<file path="src/rtl/mgc_pkg.sv">
package mgc_pkg;

    typedef enum logic {
        CMP_EQ = 1'b0,
        CMP_GE = 1'b1
    } cmp_mode_e;

    typedef struct packed {
        cmp_mode_e  mode;
        logic [2:0] pin_cfg;
        logic       clr;
    } chan_ctl_t;

    typedef struct packed {
        logic flag;
        logic strobe;
    } chan_out_t;

    localparam int unsigned NUM_CHAN    = 2;
    localparam int unsigned CFG_OVR_BIT = 2;

    function automatic logic window_open(input logic [2:0] cfg,
                                         input logic       me,
                                         input logic       dis);
        return cfg[CFG_OVR_BIT] | (me & ~dis);
    endfunction

endpackage

</file>
<file path="src/rtl/mgc_gate.sv">
module mgc_gate
    import mgc_pkg::*;
(
    input  logic [2:0] pin_cfg,
    input  logic       thread_me,
    input  logic       tst_dis,
    output logic       open
);
    always_comb begin
        open = window_open(pin_cfg, thread_me, tst_dis);
    end
endmodule

</file>
<file path="src/rtl/mgc_compare.sv">
module mgc_compare
    import mgc_pkg::*;
#(
    parameter int unsigned TBW = 24
) (
    input  logic [TBW-1:0] timebase,
    input  logic [TBW-1:0] match_val,
    input  cmp_mode_e      mode,
    output logic           hit
);
    logic eq_hit;
    logic ge_hit;

    always_comb begin
        eq_hit = (timebase == match_val);
        ge_hit = (timebase >= match_val);
        unique case (mode)
            CMP_EQ:  hit = eq_hit;
            CMP_GE:  hit = ge_hit;
            default: hit = 1'b0;
        endcase
    end
endmodule

</file>
<file path="src/rtl/mgc_flag.sv">
module mgc_flag
    import mgc_pkg::*;
(
    input  logic      clk,
    input  logic      rst,
    input  logic      tick,
    input  logic      open,
    input  logic      hit,
    input  logic      clr,
    output chan_out_t out
);
    logic flag_q;
    logic strobe_q;
    logic recog;

    always_comb begin
        recog = tick & open & hit & ~flag_q;
    end

    always_ff @(posedge clk) begin
        if (rst) begin
            flag_q   <= 1'b0;
            strobe_q <= 1'b0;
        end else if (clr) begin
            flag_q   <= 1'b0;
            strobe_q <= 1'b0;
        end else begin
            flag_q   <= flag_q | recog;
            strobe_q <= recog;
        end
    end

    always_comb begin
        out.flag   = flag_q;
        out.strobe = strobe_q;
    end
endmodule

</file>
<file path="src/rtl/match_gate_cmp.sv">
module match_gate_cmp
    import mgc_pkg::*;
#(
    parameter int unsigned TBW = 24
) (
    input  logic           clk,
    input  logic           rst,
    input  logic           tick,
    input  logic [TBW-1:0] timebase,
    input  logic           thread_me,
    input  logic           tst_dis,
    input  logic [TBW-1:0] match_a,
    input  logic           mode_a,
    input  logic [2:0]     pin_cfg_a,
    input  logic           clr_a,
    input  logic [TBW-1:0] match_b,
    input  logic           mode_b,
    input  logic [2:0]     pin_cfg_b,
    input  logic           clr_b,
    output logic           flag_a,
    output logic           strobe_a,
    output logic           flag_b,
    output logic           strobe_b
);
    chan_ctl_t          ctl  [NUM_CHAN];
    logic [TBW-1:0]     mval [NUM_CHAN];
    chan_out_t          res  [NUM_CHAN];

    always_comb begin
        ctl[0].mode    = cmp_mode_e'(mode_a);
        ctl[0].pin_cfg = pin_cfg_a;
        ctl[0].clr     = clr_a;
        ctl[1].mode    = cmp_mode_e'(mode_b);
        ctl[1].pin_cfg = pin_cfg_b;
        ctl[1].clr     = clr_b;
        mval[0]        = match_a;
        mval[1]        = match_b;
    end

    for (genvar ch = 0; ch < NUM_CHAN; ch++) begin : g_chan
        logic open;
        logic hit;

        mgc_gate u_gate (
            .pin_cfg   (ctl[ch].pin_cfg),
            .thread_me (thread_me),
            .tst_dis   (tst_dis),
            .open      (open)
        );

        mgc_compare #(.TBW(TBW)) u_cmp (
            .timebase  (timebase),
            .match_val (mval[ch]),
            .mode      (ctl[ch].mode),
            .hit       (hit)
        );

        mgc_flag u_flag (
            .clk  (clk),
            .rst  (rst),
            .tick (tick),
            .open (open),
            .hit  (hit),
            .clr  (ctl[ch].clr),
            .out  (res[ch])
        );
    end

    always_comb begin
        flag_a   = res[0].flag;
        strobe_a = res[0].strobe;
        flag_b   = res[1].flag;
        strobe_b = res[1].strobe;
    end
endmodule

</file>
<file path="config.mk">
export PLATFORM = sky130hd
export DESIGN_NAME = match_gate_cmp
export DESIGN_NICKNAME = d
export VERILOG_FILES = /design/src/rtl/mgc_pkg.sv /design/src/rtl/mgc_gate.sv /design/src/rtl/mgc_compare.sv /design/src/rtl/mgc_flag.sv /design/src/rtl/match_gate_cmp.sv
export SDC_FILE = /design/constraint.sdc
export NUM_CORES = 1
export LEC_CHECK = 0
export CAP_MARGIN = 20
export CORE_MARGIN = 5
export CORE_UTILIZATION = 50
export DETAILED_ROUTE_END_ITERATION = 16
export DONT_BUFFER_PORTS = 1
export PLACE_DENSITY = 0.75
export SYNTH_ARGS = -nofsm -noshare
export SYNTH_HDL_FRONTEND = slang
export SYNTH_HIERARCHICAL = 1
export SYNTH_SLANG_ARGS = --single-unit
</file>
<file path="constraint.sdc">
create_clock -name clk -period 1.9 [get_ports clk]
set_input_delay 0.095 -clock clk [delete_from_list [all_inputs] [get_ports clk]]
set_output_delay 0.095 -clock clk [all_outputs]
set_load 0.01 [all_outputs]
</file>
==> flow_metrics.tcl <==
set metrics [dict create \
    filler_cell_count 285 \
    worst_setup_hold_path_clk_slew_ns 0.04 \
    worstHoldPathType "input port to register" \
    powerDensity_mw_per_mm2 290 \
    cap_viol_max_count 0 \
    synth-edff-count 0 \
    routed_wire_per_std_cell_um 13.6 \
    total_negative_slack_for_setup_checks_ns 0 \
    power.total_mw 0.438 \
    die_width_um 63.6 \
    num_antenna_cells 0 \
    syn_area_mm2 0.00144 \
    class_of_the_most_critical_setup_path "input port to register" \
    ys_top_cells_by_area "ha_1 42%, inv_1 13%, a21oi_1 7.3%" \
    wire_length_of_the_first_global_routing_pass_um 5330 \
    post-route-min-period_ns 1.46 \
    cts_buffers 3 \
    most_numerous_cell_in_the_yosys_netlist "inv_1" \
    layout_cells_sized_above_1_pct 4.46 \
    grt_setup_unrepaired "no" \
    grt_start_max_net_pins 5 \
    synthesis.instances 199 \
    placement_rows 19 \
    worst-endpoint-required_ns 2.02 \
    vertical_die_dimension_um 63.6 \
    clk-insertion-delay-late_ns 0.23 \
    fmax_ghz 0.683 \
    critical_path.max_fanout 2 \
    grt_antenna_before_repair 0 \
    final_antenna_net_count 0 \
    place.port_buffers 0 \
    maxSlewViolCount 0 \
    cellLeakagePower_nw 0.892 \
    critPathLaunchType "input port" \
    post_synth_most_frequent_cells "51 x inv_1, 48 x ha_1, 21 x a21oi_1" \
    io-pin-count 91 \
    flip_flop_cell_with_the_highest_count_after_synthesis "dfxtp_1" \
    core_region_area_mm2 0.00276 \
    clock-skew-final_ns 0.0000375 \
    cts.sink_count 4 \
    via_count 1288 \
    synthesis.area_per_instance_um2 7.21 \
    cts-root-to-sink-buffers 2 \
    synth-seq-area-share_pct 5.58 \
    postSynthNetCount 334 \
    netlist.area_leader.share_pct 41.8 \
    drt_initial_violations 28 \
    final_hold_viol_count 0 \
    ctsHtreeMaxLevel 1 \
    result_of_the_run "finished clean" \
    route.detailed.drc 0 \
    yosysWarnings 6 \
    final_nets 339 \
    multi_input_area_mm2 0.00114 \
    synth_async_sr_flop_share_pct 0 \
    routed_wirelength_um 3170 \
    rrSetupSlack_ns 1.14 \
    final.period_utilization_pct 77.1 \
    cts.root.buffer_cell "clkbuf_4" \
    grt.overflow.total 0 \
    post_detailed_placement_half_perimeter_wirelength_um 2970 \
    cp.arrival_ns 1.59 \
    timing.slew.headroom_pct 82.9 \
    setup.worst_path.end_class "register" \
    grt_pass1_vias 1319 \
    die_area_mm2 0.00404 \
    seqCellArea_um2 80.1 \
    post_drt_via_cell_ratio 5.53 \
    ys_seq_elements 4 \
    layout-area-overhead-vs-synth_pct 5.23 \
    worst_pin_slew_ns 0.255 \
    tritoncts "done" \
    finalSetupViolations 0 \
    initial_core_util_pct 52.0 \
    firstDrtPassIters 4 \
    vdd.ir_drop.worst_mv 0.414 \
    synthDominantAreaCellType "ha_1" \
    synth_cell_types 27 \
    place.gp.congestion 0.715 \
    grt.total_usage_pct 15.3 \
    post-cts-setup-buffer-count 0 \
]
==> cells by family (layout without fill, tap and decap cells) <==
kind of cell             after synthesis  after routing  synth area share, %
flip-flops                             4              4                 5.58
AO/OA/AOI/OAI                         43             43                 18.2
adder cells (fa/ha/maj)               48             48                 41.8
AND/OR/NAND/NOR                       49             49                 18.9
buffers and inverters                 55             58                 15.4
==> layout make-up <==
class,count,area share [%]
multi-input combinational,140,75.3
inverter,51,12.7
sequential,4,5.30
timing repair buffer,4,2.65
tap,31,2.57
clock buffer,3,1.49
==> where the power goes <==
part | total, mW | switching [mW] | internal, mW
Clock | 0.106 | 0.0350 | 0.0707
Sequential | 0.0877 | 0.00184 | 0.0858
Combinational | 0.245 | 0.128 | 0.117
==> through the flow <==
step	hold WS [ns]	cells	util [%]	worst slack (ns)	cell area, µm²
finish	0.0318	233	54.8	0.435	1510
global route	0.0212	233	54.8	0.333	1510
CTS	0.0247	233	54.6	0.0898	1510
detailed placement	0.169	226	52.4	0.194	1440
global placement	0.168	226	52.4	0.222	1440
floorplan	0.167	199	-	0.301	1440
==> state kept, by name, summed over array words and instances (netlist names) <==
| name | flops |
|---|---|
| g_chan.u_flag/flag_q | 2 |
| g_chan.u_flag/strobe_q | 2 |
==> routing by layer <==
layer / track usage, % / vias to the layer above / routed length (µm)
met5: 0 / - / 0
met4: 1.56 / 0 / 0
met3: 4.62 / 0 / 247
met2: 26.9 / 51 / 1550
met1: 18.8 / 548 / 1370
li1: - / 689 / -
==> cell usage in the layout (no fill, tap or decap), drive strengths merged, types with 2 or more instances in the layout <==
cell type and n:
clkbuf 3, nand4 8, a221o 2, dfxtp 4, a21oi 21, o211ai 2
a21o 5, nor3 4, and4 2, a31oi 2, inv 51, nor2b 3
ha 48, nand2 16, dlygate4sd3 4, nor2 4, nand3 6, and2 2
o21ai 8, nor4 3
==> worst max-delay path: stages <==
cell	delay, ns
inv_1	0.02
ha_1	0.29
nor2b_4	0.14
o211ai_2	0.12
a21oi_1	0.08
a211o_1	0.26
a221o_1	0.35
a31oi_1	0.17
nor3_1	0.05
==> timing repair <==
action	4_1_cts	5_1_grt
hold buffers	4	1
endpoints found under the hold margin	4	1
gates resized for setup	0	1
setup endpoints to repair	0	1
==> path summary, 6_finish.rpt <==
check / cells after the start / startpoint / endpoint
setup / recovery: 9 / match_b[1] / g_chan[1].u_flag/flag_q$_SDFF_PP0_
hold / removal: 2 / tick / g_chan[1].u_flag/strobe_q$_SDFF_PP0_
setup reg to reg: 1 / g_chan[0].u_flag/flag_q$_SDFF_PP0_ / g_chan[0].u_flag/strobe_q$_SDFF_PP0_
hold reg to reg: 1 / g_chan[1].u_flag/flag_q$_SDFF_PP0_ / g_chan[1].u_flag/strobe_q$_SDFF_PP0_
Note: power is estimated with default switching activity, not from simulation.
